[src/rtl/ratio_search.sv]
module ratio_search #(
  parameter int FW = 18,
  parameter int DW = 10
) (
  input  logic          clk,
  input  logic          rst_n,
  input  logic          start,
  input  logic [FW-1:0] target_i,
  input  logic [FW-1:0] stock_i,
  input  logic [DW-1:0] maxdur_i,
  output logic [7:0]    on_o,
  output logic [7:0]    off_o,
  output logic [FW+7:0] freq_o,
  output logic          done_o,
  output logic          busy_o
);
  localparam int QW = FW + 8;
  localparam int CW = $clog2(QW + 1);

  typedef enum logic [1:0] {S_IDLE, S_OFF, S_FRQ} st_t;

  st_t           st;
  logic [CW-1:0] cnt;
  logic [QW-1:0] quo, rem, dvs, best_err;
  logic [FW-1:0] tgt, stk;
  logic [7:0]    idx, c_off;

  logic [FW-1:0] ma;
  logic [7:0]    mb;
  logic [QW-1:0] prod;

  wire [7:0]    md8   = (maxdur_i > DW'(255)) ? 8'hFF : maxdur_i[7:0];
  wire [QW:0]   trial = {rem, quo[QW-1]};
  wire          fits  = trial >= {1'b0, dvs};
  wire [QW:0]   diff  = trial - {1'b0, dvs};
  wire [QW-1:0] tgt_q = QW'(tgt);
  wire [QW-1:0] err   = (quo >= tgt_q) ? quo - tgt_q : tgt_q - quo;
  wire [FW-1:0] err0  = (stock_i >= target_i) ? stock_i - target_i : target_i - stock_i;

  assign busy_o = (st != S_IDLE);

  always_comb begin
    case (st)
      S_OFF:   begin ma = stk;      mb = quo[7:0]; end
      S_FRQ:   begin ma = tgt;      mb = idx - 8'd1; end
      default: begin ma = target_i; mb = md8; end
    endcase
    prod = QW'(ma) * QW'(mb);
  end

  always_ff @(posedge clk or negedge rst_n) begin
    if (!rst_n) begin
      st       <= S_IDLE;
      cnt      <= '0;
      quo      <= '0;
      rem      <= '0;
      dvs      <= '0;
      best_err <= '0;
      tgt      <= '0;
      stk      <= '0;
      idx      <= '0;
      c_off    <= '0;
      on_o     <= '0;
      off_o    <= '0;
      freq_o   <= '0;
      done_o   <= 1'b0;
    end else begin
      done_o <= 1'b0;
      if (st != S_IDLE && cnt != '0) begin
        rem <= fits ? diff[QW-1:0] : trial[QW-1:0];
        quo <= {quo[QW-2:0], fits};
        cnt <= cnt - CW'(1);
      end else begin
        case (st)
          S_IDLE: if (start) begin
            tgt      <= target_i;
            stk      <= stock_i;
            on_o     <= 8'd0;
            off_o    <= 8'd1;
            freq_o   <= QW'(stock_i);
            best_err <= QW'(err0);
            if (md8 == 8'd0) begin
              done_o <= 1'b1;
            end else begin
              idx <= md8;
              quo <= prod;
              rem <= '0;
              dvs <= QW'(stock_i);
              cnt <= CW'(QW);
              st  <= S_OFF;
            end
          end
          S_OFF: begin
            c_off <= quo[7:0];
            quo   <= prod;
            rem   <= '0;
            dvs   <= QW'(idx);
            cnt   <= CW'(QW);
            st    <= S_FRQ;
          end
          default: begin
            if (err <= best_err) begin
              on_o     <= idx - c_off;
              off_o    <= c_off;
              freq_o   <= quo;
              best_err <= err;
            end
            if (idx == 8'd1) begin
              done_o <= 1'b1;
              st     <= S_IDLE;
            end else begin
              idx <= idx - 8'd1;
              quo <= prod;
              rem <= '0;
              dvs <= QW'(stk);
              cnt <= CW'(QW);
              st  <= S_OFF;
            end
          end
        endcase
      end
    end
  end
endmodule

[config.mk]
export PLATFORM = sky130hd
export DESIGN_NAME = ratio_search
export DESIGN_NICKNAME = d
export VERILOG_FILES = /design/src/rtl/ratio_search.sv
export SDC_FILE = /design/constraint.sdc
export NUM_CORES = 1
export LEC_CHECK = 0
export BUFFER_PORTS_ARGS = -buffer_cell sky130_fd_sc_hd__clkbuf_2
export CORE_ASPECT_RATIO = 1.1
export CORE_MARGIN = 3
export CORE_UTILIZATION = 40
export CTS_BUF_LIST = sky130_fd_sc_hd__clkbuf_8
export DETAILED_ROUTE_END_ITERATION = 7
export GPL_TIMING_DRIVEN = 1
export PLACE_DENSITY = 0.59
export SYNTH_ARGS = -nofsm -noshare
export SYNTH_HDL_FRONTEND = slang
export SYNTH_SLANG_ARGS = --single-unit
[constraint.sdc]
create_clock -name clk -period 7.35 [get_ports clk]
set_input_delay 1.8375 -clock clk [delete_from_list [all_inputs] [get_ports clk]]
set_output_delay 1.8375 -clock clk [all_outputs]
set_load 0.02 [all_outputs]
==> metrics.yaml, run 1 <==
wl_met2_um: 29500
worst_setup_path_start_kind: "flip-flop"
fill_cells: 4812
whs_path_depth: 2
crit_path_top_delay_cell: "fa_1"
fin_skew_ns: 0.0229
vias: 17000
wl_um: 63200
drc: 0
r2r_setup_slack_ns: 0.31
tritoncts: "done"
rsz0062_at_grt: "false"
worstSetupPathType: "reg -> reg"
clock_latency_ns: 0.58
areaGrowthSynthToFinish_pct: 10.5
placement.cell_area_um2: 20700
slew_viol_final: 0
r2r-end: "quo[24]"
yosys_warnings: 0
worstSetupEndpointType: "flip-flop"
setup_viol: 0
hold-path-endpoint: "best_err[24]"
dieArea_um2: 50500
ioPinCount: 93
design_area_um2: 21100
yosysTopAreaCell: "dfrtp_1"
drive_gt1_share_pct: 10.8
max-cap-violations: 0
period_share_pct: 95.8
layout.nets: 2741
yosysTopAreaCellShare_pct: 25.9
initialDrtViolationCount: 1380
h-tree-depth: 4
cpPeakStageDelay_ns: 0.56
grt_usage_pct: 25.2
overflow: 0
crit_top_cell: "fa_1"
clockRootBuffer: "clkbuf_8"
clock-sinks: 198
wire_per_inst_um: 20.6
outcome: "complete, no violations"
critPathArrivalTime_ns: 7.49
synth_seq_cells: 198
final_cell_mix: "inv_1 (282), nand2_1 (269), dfrtp_1 (198)"
ant_nets: 0
ys_async_sr_fraction_pct: 100
syn_nets: 2656
die_h_um: 235
multi_input_area_um2: 12700
synth_area_um2: 19100
antenna_found_initial: 3
gp_congestion: 0.921
grt_pass1_vias: 16900
hold_start: "best_err[24]"
yosysSeqAreaShare_pct: 25.9
syn_area_per_cell_um2: 8.21
maxSlewHeadroom_pct: 25.4
max_freq_ghz: 0.142
hpwlAfterDp_um: 50700
core_region_area_um2: 46900
mostFrequentLayoutCell: "inv_1"
ff_latch_area_um2: 4950
hold_viol: 0
synth_flop_cell: "dfrtp_1"
routed.top_layer: "met4"
fin_crit_ns: 7.04
tightest_slew_ns: 1.11
met3_length_um: 3170
reg2regPathDepth: 25
path_clk_slew_ns: 0.11
synth_edf_count: 0
post_drt_via_cell_ratio: 5.55
initial_core_util_pct: 40.8
met1_length_um: 28500
ys_top_cells_by_area: "dfrtp_1 (26%), ha_1 (11%), fa_1 (11%)"
required_ns: 7.80
dr.pass1.iters: 6
grt_pass1_wl_um: 99200
synthCells: 2331
io_buffers: 92
grt_max_degree: 103
clk_path_buf_depth: 2
ctsHoldBuffers: 0
r2r_start: "idx[0]"
yosysUniqueCellTypes: 78
numCtsBuffers: 17
worstPathMaxFanout: 6
row_count: 83
hold_class: "reg -> reg"
die_x_um: 215
==> sequential cells by signal (all words and copies together), names as in the netlist <==
signal / flops
best_err: 26
freq_o: 26
quo: 26
rem: 26
dvs: 18
stk: 18
tgt: 18
c_off: 8
idx: 8
off_o: 8
on_o: 8
cnt: 5
st: 2
done_o: 1
==> routing by layer <==
| metal | vias to the layer above | GRT usage [%] |
|---|---|---|
| li1 | 8109 | - |
| met1 | 8308 | 34.1 |
| met2 | 508 | 41.5 |
| met3 | 93 | 3.61 |
| met4 | 0 | 8.83 |
| met5 | - | 0 |
==> stage by stage <==
stage | cells | hold slack [ns] | setup TNS, ns | utilization (%) | setup slack [ns]
3_3_place_gp | 3034 | 0.461 | -0.0210 | 44.1 | -0.0210
2_1_floorplan | 2331 | 0.449 | 0 | - | 0.00387
5_1_grt | 3067 | 0.516 | 0 | 45.0 | 0.0213
4_1_cts | 3066 | 0.490 | 0 | 45.0 | 0.324
6_report | 3068 | 0.484 | 0 | 45.0 | 0.310
3_5_place_dp | 3034 | 0.466 | -0.0929 | 44.1 | -0.0754
==> layout make-up <==
| cell class | instances | share of cell area, % |
|---|---|---|
| multi-input combinational | 1734 | 60.2 |
| inverter | 282 | 5.01 |
| clock inverter | 14 | 0.776 |
| antenna | 2 | 0.0237 |
| tap | 637 | 3.77 |
| sequential | 198 | 23.4 |
| timing repair buffer | 183 | 5.63 |
| clock buffer | 18 | 1.17 |
==> logic make-up after synthesis <==
| group | Yosys count | share of synthesized area (%) |
|---|---|---|
| AND/OR/NAND/NOR | 675 | 15.8 |
| multiplexers | 56 | 2.98 |
| adder cells (fa/ha/maj) | 276 | 22.1 |
| XOR/XNOR | 87 | 3.98 |
| AO/OA/AOI/OAI | 640 | 21.3 |
| flip-flops | 198 | 25.9 |
| buffers and inverters | 399 | 8.02 |
==> cells in the mapped netlist (all sizes together), types with 11 or more instances <==
cell    count
a21boi     11
nand4      17
or2        15
nor2      197
nor3       17
mux2i      49
nand3      43
inv       281
a31oi      24
or3        18
xor2       43
nand2b     43
a21oi     144
buf        31
a221oi     16
a21o       52
o21bai     11
ha        174
a22oi      38
o21ai     190
clkbuf     86
nor2b      17
fa        102
nand2     271
o211ai     11
o31ai      33
o21a       19
dfrtp     198
xnor2      44
a211oi     24
==> critical path: cells and delay by family (launching register included) <==
family                     cells  cell delay [ns]
and+or+nand+nor                6             1.46
DFF                            1             0.47
xor gates and xnor gates       1             0.31
AOI/OAI and AO/OA              8             1.52
muxes                          2             0.55
adders and majority gates      5             2.46
buffers and inverters          3             0.16
==> what timing repair did <==
item,in CTS,in global routing
gates resized for setup,0,1
buffers inserted,0,0
setup endpoints to repair,0,1
==> how the worst max path moves through the flow <==
stage                            from       to  slack (ns)
after floorplan           maxdur_i[8]  quo[25]       0.004
after global placement    maxdur_i[8]  quo[25]       -0.02
after detailed placement  maxdur_i[8]  quo[25]       -0.08
after CTS                      idx[0]  quo[25]        0.32
after global routing           idx[0]  quo[24]        0.02
final                          idx[0]  quo[24]        0.31
Power of run 1 is left out: the tool's default activity adds up to more than one toggle a clock period on the data nets, which glitch-free logic cannot reach.
==> inputs of run 2 (changes only) <==
--- a/config.mk
+++ b/config.mk
@@ -9,10 +9,9 @@
 export CORE_ASPECT_RATIO = 1.1
 export CORE_MARGIN = 3
 export CORE_UTILIZATION = 40
-export CTS_BUF_LIST = sky130_fd_sc_hd__clkbuf_8
 export DETAILED_ROUTE_END_ITERATION = 7
 export GPL_TIMING_DRIVEN = 1
-export PLACE_DENSITY = 0.59
+export PLACE_DENSITY_LB_ADDON = 0.08
 export SYNTH_ARGS = -nofsm -noshare
 export SYNTH_HDL_FRONTEND = slang
 export SYNTH_SLANG_ARGS = --single-unit
==> metrics.yaml, run 2 (synthesized netlist as in run 1, its figures left out) <==
outcome: "complete, no violations"
areaGrowthSynthToFinish_pct: 12.0
core_region_area_um2: 46900
clock_latency_ns: 0.50
ctsHoldBuffers: 0
max-cap-violations: 0
clk_path_buf_depth: 2
grt_usage_pct: 26.0
wl_met2_um: 29000
worstSetupPathType: "reg -> reg"
worstPathMaxFanout: 6
ioPinCount: 93
layout.nets: 2742
maxSlewHeadroom_pct: 20.3
post_drt_via_cell_ratio: 5.55
ant_nets: 0
design_area_um2: 21400
fin_crit_ns: 7.04
met3_length_um: 4040
period_share_pct: 95.7
row_count: 83
drive_gt1_share_pct: 10.9
gp_congestion: 0.945
hold_viol: 0
hpwlAfterDp_um: 51900
vias: 17000
wl_um: 65100
grt_pass1_vias: 16900
critPathArrivalTime_ns: 7.42
drc: 0
final_cells: 3067
setup_viol: 0
dr.pass1.iters: 7
wire_per_inst_um: 21.2
fin_skew_ns: 0.0117
die_x_um: 215
worstSetupEndpointType: "flip-flop"
mostFrequentLayoutCell: "inv_1"
grt_max_degree: 79
max_freq_ghz: 0.142
slew_viol_final: 0
clock-sinks: 198
numCtsBuffers: 17
h-tree-depth: 4
hold_class: "reg -> reg"
worst_setup_path_start_kind: "flip-flop"
routed.top_layer: "met5"
initial_core_util_pct: 40.8
required_ns: 7.73
antenna_found_initial: 2
insertedDiodeCount: 0
io_buffers: 92
tritoncts: "done"
initialDrtViolationCount: 1344
die_h_um: 235
met1_length_um: 29200
placement.cell_area_um2: 20800
path_clk_slew_ns: 0.08
placedCellCount: 3034
clockRootBuffer: "clkbuf_16"
rsz0062_at_grt: "false"
final_cell_mix: "inv_1 (281), nand2_1 (269), dfrtp_1 (198)"
tightest_slew_ns: 1.18
overflow: 0
dieArea_um2: 50500
whs_ns: 0.478
grt_pass1_wl_um: 101000
-- run 2: final timing paths --
| check | start | end | slack, ns | cells after the start |
|---|---|---|---|---|
| max | idx[1] | quo[25] | 0.31 | 25 |
| min reg2reg | best_err[24] | best_err[24] | 0.48 | 2 |
| max reg2reg | idx[1] | quo[25] | 0.31 | 25 |
| max in group asynchronous | rst_n | quo[12] | 4.65 | 2 |
| min | best_err[24] | best_err[24] | 0.48 | 2 |
| min in group asynchronous | rst_n | rem[20] | 1.31 | 1 |
-- run 2: through the flow --
stage	setup slack [ns]	TNS, ns	util, %
2_1_floorplan	0.00387	0	-
3_3_place_gp	-0.0369	-0.0369	44.3
3_5_place_dp	-0.100	-0.100	44.3
4_1_cts	0.240	0	45.6
5_1_grt	0.000268	0	45.6
6_report	0.315	0	45.6
-- run 2: metal layers --
metal,global-route usage (%),vias up
met5,0,-
met4,11.9,4
met3,5.34,127
met2,40.2,502
met1,35.2,8295
li1,-,8107
-- run 2: critical path, stage by stage, from the launching register on --
cell      delay, ns
dfrtp_1        0.50
nor3_2         0.26
nand2b_1       0.14
or2_2          0.31
nor3_1         0.18
xor2_1         0.33
a22oi_1        0.11
mux2_2         0.34
or2_2          0.32
fa_1           0.51
fa_1           0.54
inv_1          0.06
fa_1           0.54
inv_1          0.06
fa_1           0.53
inv_1          0.04
ha_1           0.31
o21a_1         0.11
o31a_1         0.11
o32a_1         0.38
a21oi_1        0.13
a21bo_2        0.24
a41o_1         0.25
o41ai_1        0.31
mux2i_1        0.25
nand2_1        0.06
-- run 2: what timing repair did --
action | CTS | global route
gates resized for setup | 0 | 2
buffers inserted | 0 | 1
endpoints found under the setup margin | 0 | 7
endpoints found under the hold margin | 0 | 0
-- run 2: cell type report --
class	instances	area, um2
Clock buffer	21	460
Clock inverter	11	165
Timing Repair Buffer	184	1260
Multi-Input combinational cell	1734	12700
Tap cell	637	797
Inverter	282	1060
Fill cell	4741	25500
Sequential cell	198	4950
Power of run 2 is left out for the same reason.
==> inputs of run 3 (changes only) <==
--- a/config.mk
+++ b/config.mk
@@ -5,11 +5,12 @@
 export SDC_FILE = /design/constraint.sdc
 export NUM_CORES = 1
 export LEC_CHECK = 0
-export BUFFER_PORTS_ARGS = -buffer_cell sky130_fd_sc_hd__clkbuf_2
 export CORE_ASPECT_RATIO = 1.1
 export CORE_MARGIN = 3
 export CORE_UTILIZATION = 40
+export CTS_CLUSTER_SIZE = 24
 export DETAILED_ROUTE_END_ITERATION = 7
+export DONT_BUFFER_PORTS = 1
 export GPL_TIMING_DRIVEN = 1
 export PLACE_DENSITY_LB_ADDON = 0.08
 export SYNTH_ARGS = -nofsm -noshare
==> metrics.yaml, run 3 (synthesized netlist as in run 1, its figures left out) <==
antenna_found_initial: 1
post_drt_via_cell_ratio: 5.59
wl_um: 66300
r2r_setup_slack_ns: 0.37
grt_usage_pct: 26.7
fin_skew_ns: 0.0161
ant_nets: 0
die_x_um: 215
dieArea_um2: 50500
grt_max_degree: 199
initialDrtViolationCount: 1131
layout.nets: 2649
initial_core_util_pct: 40.8
numCtsBuffers: 17
cpPeakStageDelay_ns: 0.55
worstSetupPathType: "reg -> reg"
crit_path_top_delay_cell: "fa_1"
ioPinCount: 93
cts_setup_buffers: 0
worstSetupEndpointType: "flip-flop"
r2r_start: "idx[0]"
drive_gt1_share_pct: 7.32
reg2regPathDepth: 26
drc: 0
period_share_pct: 94.9
multi_input_area_um2: 12700
path_clk_slew_ns: 0.08
worstPathMaxFanout: 6
clock-sinks: 198
maxSlewHeadroom_pct: 23.0
ff_latch_area_um2: 4950
clockRootBuffer: "clkbuf_16"
h-tree-depth: 4
max-cap-violations: 0
final_cell_mix: "inv_1 (281), nand2_1 (270), dfrtp_1 (198)"
grt_pass1_vias: 16700
r2r-end: "quo[25]"
gp_congestion: 0.931
core_region_area_um2: 46900
row_count: 83
fin_crit_ns: 6.98
fill_cells: 4861
io_buffers: 0
hold_start: "c_off[2]"
hpwlAfterDp_um: 52800
outcome: "complete, no violations"
placement.cell_area_um2: 20300
hold_viol: 0
crit_top_cell: "fa_1"
tightest_slew_ns: 1.15
wire_per_inst_um: 22.3
clock_latency_ns: 0.50
required_ns: 7.74
setup_viol: 0
grt_pass1_wl_um: 103000
hold-path-endpoint: "c_off[2]"
die_h_um: 235
vias: 16600
critPathArrivalTime_ns: 7.37
design_area_um2: 20800
mostFrequentLayoutCell: "inv_1"
hold_class: "reg -> reg"
rsz0062_at_grt: "false"
areaGrowthSynthToFinish_pct: 8.95
slew_viol_final: 0
tritoncts: "done"
max_freq_ghz: 0.143
whs_path_depth: 2
clk_path_buf_depth: 2
overflow: 0
dr.pass1.iters: 5
worst_setup_path_start_kind: "flip-flop"
run 3: timing repair:
action,CTS,global route
setup endpoints to repair,0,3
gates resized for setup,0,1
hold buffers,0,0
run 3: layout make-up:
type	count	share of cell area [%]
flip-flops and latches	198	23.8
diodes	1	0.0120
multi-input cells	1734	61.0
clock buffers	17	2.04
clock inverters	15	0.768
inverters	282	5.08
well taps	637	3.82
repair buffers	91	3.52
run 3: routing by layer:
layer  share of wire (%)  track usage (%)  vias to the layer above  wire length [um]
met3                 5.8             5.18                       81              3820
met1                  45             36.3                     8160             30000
met4                 3.0             8.39                        0              1960
met5                   0                0                        -                 0
li1                    -                -                     7930                 -
met2                  46             43.0                      451             30600
run 3: per-stage QoR:
| stage | utilization (%) | setup slack (ns) | TNS [ns] | hold WS [ns] | instances |
|---|---|---|---|---|---|
| final | 44.4 | 0.373 | 0 | 0.481 | 2975 |
| after global routing | 44.4 | 0.00782 | 0 | 0.507 | 2974 |
| after CTS | 44.4 | 0.306 | 0 | 0.485 | 2974 |
| after detailed placement | 43.1 | -0.0452 | -0.0452 | 0.466 | 2942 |
| after global placement | 43.1 | -0.0419 | -0.0419 | 0.462 | 2942 |
| after floorplan | - | 0.00387 | 0 | 0.449 | 2331 |
run 3: worst max-delay path, delay by kind of cell (launching register included):
kind	cells	cell delay (ns)
fa+ha+maj	5	2.43
compound gates	8	1.63
simple gates	6	1.23
mux	2	0.49
flops	1	0.47
buf+inv	4	0.33
xor+xnor	1	0.29
run 3: worst max path at each step:
stage	startpoint	endpoint	slack (ns)	cells after the start
6_report	idx[0]	quo[25]	0.37	26
2_1_floorplan	maxdur_i[8]	quo[25]	0.004	20
5_1_grt	idx[0]	quo[25]	0.008	26
4_1_cts	idx[0]	quo[25]	0.31	26
3_5_place_dp	maxdur_i[8]	quo[25]	-0.05	21
3_3_place_gp	maxdur_i[8]	quo[25]	-0.04	23
Power of run 3 is left out for the same reason.
